### src/rtl/vsg_pkg.sv
package vsg_pkg;
   typedef enum logic [1:0] {
      SQ_IDLE  = 2'd0,
      SQ_NORM  = 2'd1,
      SQ_SWEEP = 2'd2
   } seq_e;

   localparam int NUM_REGION = 4;
   localparam int REG_W      = 2;
endpackage

### src/rtl/vsg_region_dec.sv
module vsg_region_dec #(
   parameter int LINE_W = 11
) (
   input  logic [LINE_W-1:0]                           line,
   input  logic [vsg_pkg::NUM_REGION-2:0][LINE_W-1:0]  starts,
   output logic [vsg_pkg::REG_W-1:0]                   region
);
   localparam int NB = vsg_pkg::NUM_REGION - 1;

   always_comb begin
      region = '0;
      for (int k = 0; k < NB; k++) begin
         if (line >= starts[k]) region = vsg_pkg::REG_W'(k + 1);
      end
   end
endmodule

### src/rtl/vsg_phase_dec.sv
module vsg_phase_dec #(
   parameter int              NPH        = 4,
   parameter int              PER_W      = 6,
   parameter logic [NPH-1:0]  IDLE_LEVEL = '0
) (
   input  logic                           active,
   input  logic [PER_W-1:0]               ph,
   input  logic [NPH-1:0][PER_W-1:0]      t_on,
   input  logic [NPH-1:0][PER_W-1:0]      t_off,
   output logic [NPH-1:0]                 v
);
   for (genvar i = 0; i < NPH; i++) begin : g_ph
      logic in_win;
      assign in_win = active && (ph >= t_on[i]) && (ph < t_off[i]);
      if (IDLE_LEVEL[i]) begin : g_hi
         assign v[i] = ~in_win;
      end else begin : g_lo
         assign v[i] = in_win;
      end
   end
endmodule

### src/rtl/vsg_seq.sv
module vsg_seq
   import vsg_pkg::*;
#(
   parameter int PER_W  = 6,
   parameter int REP_W  = 12,
   parameter int LPOS_W = 12
) (
   input  logic              clk,
   input  logic              rst_n,
   input  logic              hd,
   input  logic              sweep_go,
   input  logic [REP_W-1:0]  sweep_tgt,
   input  logic              norm_ok,
   input  logic [REP_W-1:0]  norm_tgt,
   input  logic [PER_W-1:0]  per_len,
   input  logic [LPOS_W-1:0] line_len,
   output seq_e              st,
   output logic [PER_W-1:0]  ph
);
   localparam logic [LPOS_W-1:0] LMAX = '1;

   logic [REP_W-1:0]  rep, tgt;
   logic [LPOS_W-1:0] lpos, cur_len;
   logic [PER_W-1:0]  cur_per;
   logic              last_ph, fits;

   assign last_ph = (ph == cur_per - PER_W'(1));
   assign fits    = ({1'b0, lpos} + (LPOS_W+1)'(1) + (LPOS_W+1)'(cur_per))
                    <= {1'b0, cur_len};

   always_ff @(posedge clk or negedge rst_n) begin
      if (!rst_n) begin
         st      <= SQ_IDLE;
         ph      <= '0;
         rep     <= '0;
         tgt     <= '0;
         lpos    <= '0;
         cur_len <= '0;
         cur_per <= '0;
      end else begin
         if (hd)                lpos <= '0;
         else if (lpos != LMAX) lpos <= lpos + LPOS_W'(1);
         if (hd) cur_len <= line_len;

         if (st == SQ_SWEEP) begin
            if (last_ph) begin
               ph  <= '0;
               rep <= rep + REP_W'(1);
               if (rep + REP_W'(1) == tgt) st <= SQ_IDLE;
            end else begin
               ph <= ph + PER_W'(1);
            end
         end else if (hd) begin
            ph      <= '0;
            rep     <= '0;
            cur_per <= per_len;
            if (sweep_go) begin
               st  <= SQ_SWEEP;
               tgt <= sweep_tgt;
            end else if (norm_ok) begin
               st  <= SQ_NORM;
               tgt <= norm_tgt;
            end else begin
               st  <= SQ_IDLE;
            end
         end else if (st == SQ_NORM) begin
            if (last_ph) begin
               ph  <= '0;
               rep <= rep + REP_W'(1);
               if ((rep + REP_W'(1) == tgt) || !fits) st <= SQ_IDLE;
            end else begin
               ph <= ph + PER_W'(1);
            end
         end
      end
   end

   // a normal burst never runs past the end of its line
   p_norm_in_line_r3: assert property (@(posedge clk) disable iff (!rst_n)
      (st == SQ_NORM) |-> (lpos < cur_len));

   // HD does not interrupt a running sweep
   p_sweep_spans_hd_r6: assert property (@(posedge clk) disable iff (!rst_n)
      (st == SQ_SWEEP && hd && !last_ph) |=> (st == SQ_SWEEP));

   // repetition count stays below its target while running
   p_rep_bound_r6: assert property (@(posedge clk) disable iff (!rst_n)
      (st != SQ_IDLE) |-> (rep < tgt));

   // phase position stays inside the period
   p_ph_range_r4: assert property (@(posedge clk) disable iff (!rst_n)
      (st != SQ_IDLE) |-> (ph < cur_per));
endmodule

### src/rtl/vsg_sweep_top.sv
module vsg_sweep_top
   import vsg_pkg::*;
#(
   parameter int              NPH        = 4,
   parameter int              PER_W      = 6,
   parameter int              LINE_W     = 11,
   parameter int              LPOS_W     = 12,
   parameter int              MAX_SWEEP  = 2048,
   parameter logic [NPH-1:0]  IDLE_LEVEL = '0,
   localparam int             REP_W      = $clog2(MAX_SWEEP + 1)
) (
   input  logic                                   clk,
   input  logic                                   rst_n,
   input  logic                                   hd_i,
   input  logic                                   vd_i,
   input  logic [LINE_W-1:0]                      line_i,
   input  logic [NUM_REGION-2:0][LINE_W-1:0]      region_start_i,
   input  logic [1:0]                             mode_i,
   input  logic [REP_W-1:0]                       norm_rep_i,
   input  logic [REP_W-1:0]                       sweep_rep0_i,
   input  logic [REP_W-1:0]                       sweep_rep3_i,
   input  logic [PER_W-1:0]                       rep_len_i,
   input  logic [LPOS_W-1:0]                      line_len_i,
   input  logic [NPH-1:0][PER_W-1:0]              tog_on_i,
   input  logic [NPH-1:0][PER_W-1:0]              tog_off_i,
   output logic [NPH-1:0]                         v_o,
   output logic                                   busy_o
);
   localparam logic [REG_W-1:0] LAST_REG = REG_W'(NUM_REGION - 1);

   if (NPH < 1)          begin : g_bad_nph  $error("NPH must be at least 1"); end
   if (PER_W < 2)        begin : g_bad_per  $error("PER_W must be at least 2"); end
   if (LPOS_W < PER_W)   begin : g_bad_lpos $error("LPOS_W must cover PER_W"); end
   if (MAX_SWEEP < 1)    begin : g_bad_max  $error("MAX_SWEEP must be positive"); end

   logic [1:0]                          sh_mode;
   logic [REP_W-1:0]                    sh_norm, sh_sw0, sh_sw3;
   logic [PER_W-1:0]                    sh_per;
   logic [LPOS_W-1:0]                   sh_line;
   logic [NUM_REGION-2:0][LINE_W-1:0]   sh_start;
   logic [NPH-1:0][PER_W-1:0]           sh_on, sh_off;

   always_ff @(posedge clk or negedge rst_n) begin
      if (!rst_n) begin
         sh_mode  <= '0;
         sh_norm  <= '0;
         sh_sw0   <= '0;
         sh_sw3   <= '0;
         sh_per   <= '0;
         sh_line  <= '0;
         sh_start <= '0;
         sh_on    <= '0;
         sh_off   <= '0;
      end else if (vd_i) begin
         sh_mode  <= mode_i;
         sh_norm  <= norm_rep_i;
         sh_sw0   <= sweep_rep0_i;
         sh_sw3   <= sweep_rep3_i;
         sh_per   <= rep_len_i;
         sh_line  <= line_len_i;
         sh_start <= region_start_i;
         sh_on    <= tog_on_i;
         sh_off   <= tog_off_i;
      end
   end

   logic [REG_W-1:0] region;

   vsg_region_dec #(.LINE_W(LINE_W)) u_region (
      .line   (line_i),
      .starts (sh_start),
      .region (region)
   );

   logic in_first, in_last, sweep_allowed, sweep_go, norm_ok;
   logic done_first, done_last;
   logic [REP_W-1:0] sweep_tgt;
   seq_e st;
   logic [PER_W-1:0] ph;

   assign in_first      = (region == '0);
   assign in_last       = (region == LAST_REG);
   assign sweep_allowed = (in_first && sh_mode[0]) || (in_last && sh_mode[1]);
   assign sweep_tgt     = in_first ? sh_sw0 : sh_sw3;
   assign sweep_go      = (sh_per != '0) &&
                          ((in_first && sh_mode[0] && !done_first && sh_sw0 != '0) ||
                           (in_last  && sh_mode[1] && !done_last  && sh_sw3 != '0));
   assign norm_ok       = (sh_norm != '0) && (sh_per != '0) &&
                          (LPOS_W'(sh_per) <= sh_line);

   always_ff @(posedge clk or negedge rst_n) begin
      if (!rst_n) begin
         done_first <= 1'b0;
         done_last  <= 1'b0;
      end else if (vd_i) begin
         done_first <= 1'b0;
         done_last  <= 1'b0;
      end else if (hd_i && st != SQ_SWEEP && sweep_go) begin
         if (in_first) done_first <= 1'b1;
         else          done_last  <= 1'b1;
      end
   end

   vsg_seq #(.PER_W(PER_W), .REP_W(REP_W), .LPOS_W(LPOS_W)) u_seq (
      .clk       (clk),
      .rst_n     (rst_n),
      .hd        (hd_i),
      .sweep_go  (sweep_go),
      .sweep_tgt (sweep_tgt),
      .norm_ok   (norm_ok),
      .norm_tgt  (sh_norm),
      .per_len   (sh_per),
      .line_len  (sh_line),
      .st        (st),
      .ph        (ph)
   );

   vsg_phase_dec #(.NPH(NPH), .PER_W(PER_W), .IDLE_LEVEL(IDLE_LEVEL)) u_phase (
      .active (st != SQ_IDLE),
      .ph     (ph),
      .t_on   (sh_on),
      .t_off  (sh_off),
      .v      (v_o)
   );

   assign busy_o = (st == SQ_SWEEP);

   // a sweep only begins in a region the mode enables
   p_sweep_region_r5: assert property (@(posedge clk) disable iff (!rst_n)
      $rose(busy_o) |-> $past(sweep_allowed));

   // shadow settings hold between VD pulses
   p_shadow_hold_r1: assert property (@(posedge clk) disable iff (!rst_n)
      !vd_i |=> ($stable(sh_mode) && $stable(sh_sw0) && $stable(sh_sw3) && $stable(sh_per)));

   // a finished sweep leaves the phases idle until the next HD
   p_idle_after_sweep_r7: assert property (@(posedge clk) disable iff (!rst_n)
      ($fell(busy_o) && !$past(hd_i)) |-> (v_o == IDLE_LEVEL));
endmodule

### config.mk
export PLATFORM = sky130hd
export DESIGN_NAME = vsg_sweep_top
export DESIGN_NICKNAME = d
export VERILOG_FILES = /design/src/rtl/vsg_pkg.sv /design/src/rtl/vsg_region_dec.sv /design/src/rtl/vsg_phase_dec.sv /design/src/rtl/vsg_seq.sv /design/src/rtl/vsg_sweep_top.sv
export SDC_FILE = /design/constraint.sdc
export NUM_CORES = 1
export LEC_CHECK = 0
export ABC_AREA = 1
export BUFFER_PORTS_ARGS = -buffer_cell sky130_fd_sc_hd__buf_2
export CORE_UTILIZATION = 31
export DETAILED_ROUTE_END_ITERATION = 12
export GPL_TIMING_DRIVEN = 0
export SYNTH_ARGS = -nofsm -noshare
export SYNTH_HDL_FRONTEND = slang
export SYNTH_SLANG_ARGS = --single-unit
### constraint.sdc
create_clock -name clk -period 3 [get_ports clk]
set_input_delay 0.6 -clock clk [delete_from_list [all_inputs] [get_ports clk]]
set_output_delay 0.6 -clock clk [all_outputs]
set_load 0.03 [all_outputs]
# Word-level counts from Yosys, hierarchy flattened
# Index checks and enable logic that the tools add are counted.
totals:
  regBits: 201
  latchBits: 0
  ram_bits: 0
  mem_bits_ro: 0
  inputBits: 152
  output_inout_bits: 5
  word_cells: 129
  memories: 0
op_classes:
  add_sub_neg: 6
  mul: 0
  n_div: 0
  n_lt_le_gt_ge: 13
  n_eq_ne: 10
  shifts: 0
  n_mux: 31
  bitwise_logic: 1
  reduce_logical: 42
op_table:
  columns: ["op", "count"]
  rows:
  - ["12-bit 2-to-1 mux", 9]
  - ["12-bit nonzero test", 3]
  - ["11-bit greater-or-equal comparator", 3]
  - ["12-bit by 1-bit adder with 12-bit output, second input constant", 2]
  - ["6-bit greater-or-equal comparator", 4]
  - ["6-bit < comparator", 4]
  - ["6-bit 2-to-1 mux", 4]
  - ["2-bit 2-to-1 mux", 10]
  - ["1-bit logical AND", 19]
  - ["12-bit by 1-bit adder with 13-bit output, second input constant", 1]
  - ["13-bit by 6-bit adder with 13-bit output", 1]
  - ["13-bit by 12-bit <= comparator with 1-bit output", 1]
  - ["12-bit == test", 1]
  - ["6-bit by 12-bit <= comparator with 1-bit output", 1]
  - ["12-bit inequality test, second input constant", 1]
  - ["2-bit nonzero test", 6]
  - ["1-bit 2-to-1 mux", 8]
  - ["6-bit by 1-bit adder with 6-bit output, second input constant", 1]
  - ["6-bit == test", 1]
  - ["2-bit AND reduction", 3]
  - ["3-bit nonzero test", 2]
  - ["6-bit nonzero test", 1]
  - ["6-bit by 1-bit subtractor with 6-bit output, second input constant", 1]
  - ["5-bit AND reduction", 1]
  - ["9 further kinds", 15]

# Depth between registers and ports, before layout
depth:
  depth_word: 13
  depth_mapped: 23
  ltp_nobuf: 23

# Hierarchy
# A second synthesis with hierarchy kept.
hier_totals:
  hier_cells: 1373
  area_unflattened_um2: 11781.3
modules_own_cells:
  columns: ["module", "n_inst", "cells_per_inst", "area_each_um2", "seq_area_each_um2"]
  rows:
  - ["vsg_sweep_top", 1, 473, 5661.7, 3478.3]
  - ["vsg_seq", 1, 528, 3948.8, 1551.5]
  - ["vsg_phase_dec", 1, 217, 1255.0, 0.0]
  - ["vsg_region_dec", 1, 155, 915.9, 0.0]

# Least setup slack after synthesis
# No wires, ideal clock.
synth_path:
  kind: "reg-to-reg"
  from: "reg u_seq.cur_per[2]"
  to: "reg u_seq.st[1]"
  setup_ns: 0.120
  arrival_time_ns: 2.744
  t_required_ns: 2.880
  setup_slack_ns: 0.136
  path_stages_with_launch: 22
  n_path_buf: 0
  period_less_slack_ns: 2.864
  path_cell_list: "dfrtp_1 -> ha_1 -> nand3_1 -> nand2_1 -> a21oi_1 -> o21ai_0 -> nand2_1 -> a21oi_1 -> nand3_1 -> xor2_1 -> ha_1 -> and3_1 -> nand2_1 -> nor2_1 -> nand3_1 -> o21ai_0 -> a21oi_1 -> nor2_1 -> nand2_1 -> nand2_1 -> nand2_1 -> nand2_1"
synth_between:
  elab_chain_cells: 6
  elab_cells_between_ends: 10
  cone_classes: "add/sub (2); order compare (1); eq/ne (2); reduce/logical (5)"
synth_rtl:
  columns: ["item", "line_no", "rtl"]
  rows:
  - ["start, declared", "vsg_seq.sv:24", "logic [PER_W-1:0] cur_per;"]
  - ["start signal, assigned", "vsg_seq.sv:56", "cur_per <= per_len;"]
  - ["13-bit by 6-bit adder with 13-bit output", "vsg_seq.sv:28", "assign fits = ({1'b0, lpos} + (LPOS_W+1)'(1) + (LPOS_W+1)'(cur_per))"]
  - ["13-bit by 12-bit <= comparator with 1-bit output", "vsg_seq.sv:29", "<= {1'b0, cur_len};"]
  - ["1-bit zero test", "vsg_seq.sv:70", "if ((rep + REP_W'(1) == tgt) || !fits) st <= SQ_IDLE;"]
  - ["1-bit logical OR", "vsg_seq.sv:70", null]
  - ["3-bit nonzero test (no source line)", null, null]
  - ["5-bit AND reduction (no source line) *", null, null]
  - ["end signal, assigned", "vsg_seq.sv:61", "st <= SQ_NORM;"]
  - ["end signal, assigned", "vsg_seq.sv:64", "st <= SQ_IDLE;"]
  - ["end signal, assigned", "vsg_seq.sv:70", null]
  - ["end, declared", "vsg_seq.sv:17", "output seq_e st,"]
# Every way passes the cells marked *; elsewhere a longest branch is shown, timed or not.
# A chain may end at the register's enable or synchronous reset.

# Worst setup path in the final report
layout_path:
  from: "reg u_seq.ph[1]"
  to: "out v_o[2]"
layout_between:
  elab_chain_cells: 3
  elab_cells_between_ends: 4
  cone_classes: "order compare (2); reduce/logical (2)"
layout_rtl:
  columns: ["item", "line_no", "rtl"]
  rows:
  - ["start, declared", "vsg_seq.sv:18", "output logic [PER_W-1:0] ph"]
  - ["start signal, assigned", "vsg_seq.sv:51", "ph <= ph + PER_W'(1);"]
  - ["start signal, assigned", "vsg_seq.sv:72", "ph <= ph + PER_W'(1);"]
  - ["6-bit greater-or-equal comparator", "vsg_phase_dec.sv:14", "assign in_win = active && (ph >= t_on[i]) && (ph < t_off[i]);"]
  - ["1-bit logical AND", "vsg_phase_dec.sv:14", null]
  - ["1-bit logical AND *", "vsg_phase_dec.sv:14", null]
  - ["end, declared", "vsg_sweep_top.sv:26", "output logic [NPH-1:0] v_o,"]
# Marked as above.

==> flow_summary.json <==
{
  "worst_pin_slew_ns": 1.16,
  "initial_core_util": 0.316,
  "r2r_start": "u_seq.lpos[2]",
  "clock_path_buffers": 3,
  "grt_max_degree": 110,
  "fmax_mhz": 323,
  "synth.most_common_cell": "nand2_1",
  "grt_pass1_vias": 9798,
  "r2r_setup_slack_ns": 0.02,
  "fillCellCount": 3797,
  "num_antenna_cells": 0,
  "drive_gt1_frac": 0.227,
  "setup_viol": 4,
  "finish.utilization": 0.388,
  "drv_slew": 0,
  "netlist_area_um2": 11600,
  "final_antenna_net_count": 0,
  "synth_ff_type": "dfrtp_1",
  "p_leak_uw": 0.00721,
  "critPathMaxFanout": 5,
  "hold_buffers": 0,
  "powerDensity_nw_per_um2": 605,
  "area_growth_pct": 22.9,
  "synth_nets": 1643,
  "synth_seq_cells": 201,
  "hold_viol": 0,
  "fin_crit_sh": 1.03,
  "total_power_uw": 8640,
  "synth-seq-area-share": 0.433,
  "drtIter0Drc": 363,
  "outcome": "finished, violations left",
  "path_clk_slew_ns": 0.06,
  "worst_hold_path_type": "input port to async pin",
  "num_vias": 9766,
  "maxCapViolations": 0,
  "gp_congestion": 0.865,
  "ios": 157,
  "synth.area.top_cells": "dfrtp_1 (43%), ha_1 (11%), nand2_1 (11%)",
  "antenna_found_initial": 1,
  "yosysWarnings": 0,
  "synth_edf_count": 0,
  "synth_common_cells": "nand2_1 (328), inv_1 (203), dfrtp_1 (201), o21ai_0 (146), ha_1 (105)",
  "row_count": 70,
  "r2r-end": "u_seq.st[0]",
  "io_buffers": 154,
  "async_reset_ff_frac": 1.00,
  "syn_inst": 1385,
  "multiInputGateArea_um2": 5850,
  "drc": 0,
  "cts_root_buffer": "clkbuf_16",
  "clk_latency_ns": 0.52,
  "skew_ns": 0.0108,
  "layout_setup_ws_ns": -0.0914,
  "viasPerCell": 4.72,
  "tritoncts": "done",
  "rsz0062_at_grt": "true",
  "drtPass1Iterations": 5,
  "dieArea_um2": 38300,
  "cts_buffers": 24,
  "critPathLaunchType": "register",
  "register_area_um2": 5040,
  "die_h_um": 196,
  "synth_top_area_cell": "dfrtp_1",
  "synth_cell_types": 45,
  "routedWlPerCell_um": 15.5,
  "wl_um": 32100,
  "max_slew_margin": 0.230,
  "critPathKind": "register to output pin",
  "grt.total_usage": 0.168,
  "coreArea_um2": 36800,
  "worstPathArrival_ns": 2.49,
  "dieWidth_um": 196,
  "avgSynthCellArea_um2": 8.39,
  "min_period_ns": 3.09,
  "violations": "negative setup slack",
  "dp_hpwl_um": 23600,
  "finalNetCount": 1842,
  "clock-sinks": 201,
  "grt-ovfl-total": 0,
  "yosysTopAreaCellShare": 0.433,
  "crit_required_ns": 2.40,
  "grt_pass1_wl_um": 51100,
  "htree_levels": 1,
  "reg2reg_depth": 21,
  "irDropWorstVdd_uv": 496,
  "cp-end-kind": "output pin"
}
layout make-up:
type | count | share of cell area
Sequential cell | 201 | 0.353
Clock inverter | 11 | 0.00823
Clock buffer | 30 | 0.0451
Tap cell | 468 | 0.0410
Timing Repair Buffer | 177 | 0.0722
Buffer | 44 | 0.0158
Multi-Input combinational cell | 927 | 0.410
Inverter | 209 | 0.0552
registers in the layout, summed over array words and instances (netlist names):
signal	cells
sh_start	33
sh_off	24
sh_on	24
sh_line	12
sh_norm	12
sh_sw0	12
sh_sw3	12
u_seq.cur_len	12
u_seq.lpos	12
u_seq.rep	12
u_seq.tgt	12
sh_per	6
u_seq.cur_per	6
u_seq.ph	6
sh_mode	2
u_seq.st	2
done_first	1
done_last	1
how the worst max path moves through the flow:
stage | end | cells after the start | slack [ns] | startpoint
floorplan | u_seq.st[1] | 21 | 0.14 | u_seq.cur_per[2]
global route | u_seq.st[0] | 21 | -0.27 | u_seq.lpos[2]
finish | v_o[2] | 9 | -0.09 | u_seq.ph[1]
detailed placement | u_seq.st[1] | 21 | -0.36 | u_seq.cur_per[2]
global placement | sh_sw3[7] | 1 | -2.27 | rst_n
CTS | v_o[1] | 12 | -0.12 | u_seq.ph[0]
logic make-up (layout without fill, tap and decap cells):
group                    Yosys count  in the layout  share of synthesized area
AO/OA/AOI/OAI                    230            230                      0.107
XOR/XNOR                          29             29                     0.0218
adder cells (fa/ha/maj)          106            106                      0.115
buffers and inverters            257            471                     0.0888
flip-flops                       201            201                      0.433
multiplexers                      38             38                     0.0368
AND/OR/NAND/NOR                  524            524                      0.198
where the power goes:
| part | leakage [uW] | switching, uW | internal (uW) |
|---|---|---|---|
| Clock | 0.000371 | 1190 | 1690 |
| Combinational | 0.00436 | 1420 | 1060 |
| Sequential | 0.00247 | 249 | 3030 |
| Total | 0.00721 | 2850 | 5790 |
critical path, cell delays in order, from the launching register on:
cell,delay (ns)
dfrtp_4,0.50
buf_2,0.18
ha_1,0.27
a21boi_1,0.12
o21a_1,0.16
o21a_1,0.16
o21a_1,0.18
o21ai_2,0.15
a21oi_2,0.10
buf_6,0.15
per-layer routing:
metal / routed length, um / track usage / up-vias
met5: 13 / 0 / -
met1: 14700 / 0.223 / 4629
met2: 15400 / 0.287 / 186
li1: - / - / 4893
met4: 966 / 0.0477 / 2
met3: 1040 / 0.0208 / 56
stage by stage:
step | std cells | area [um^2] | hold WS (ns) | setup TNS, ns | setup WS (ns)
2_1_floorplan | 1385 | 11600 | 0.304 | 0 | 0.136
3_3_place_gp | 2007 | 13000 | 0.470 | -451.23 | -2.27
3_5_place_dp | 2008 | 13000 | 0.467 | -0.847 | -0.359
4_1_cts | 2059 | 14100 | 0.171 | -0.382 | -0.120
5_1_grt | 2067 | 14300 | 0.193 | -1.17 | -0.273
6_report | 2067 | 14300 | 0.123 | -0.249 | -0.0914
cells in the final DEF (no fill, tap or decap), types with 5 or more instances in the layout:
cell | Yosys | routed
ha_1 | 105 | 94
a21oi_2 | 0 | 12
nor3_1 | 10 | 9
nor2_1 | 52 | 50
nor2_2 | 6 | 7
nand4_1 | 24 | 24
buf_6 | 4 | 11
nand3_2 | 6 | 8
clkinv_2 | 0 | 5
buf_4 | 6 | 18
inv_2 | 5 | 12
clkbuf_16 | 0 | 25
nand3_1 | 69 | 67
ha_4 | 0 | 10
nor4_1 | 9 | 9
o21ai_0 | 146 | 133
dfrtp_2 | 0 | 5
a21oi_1 | 42 | 30
dfrtp_1 | 201 | 195
o21a_1 | 14 | 14
o21ai_1 | 6 | 9
clkbuf_1 | 25 | 30
xor2_1 | 24 | 22
inv_1 | 203 | 195
mux2_2 | 38 | 38
nand2_1 | 328 | 324
xnor2_1 | 5 | 5
buf_2 | 10 | 160
o21ai_2 | 3 | 13
repair_timing:
item	4_1_cts	5_1_grt
endpoints found under the setup margin	6	6
setup buffers	14	8
gates resized for setup	58	39
pin swaps	25	50
hold endpoints to repair	0	0
(Power assumes the default switching activity.)
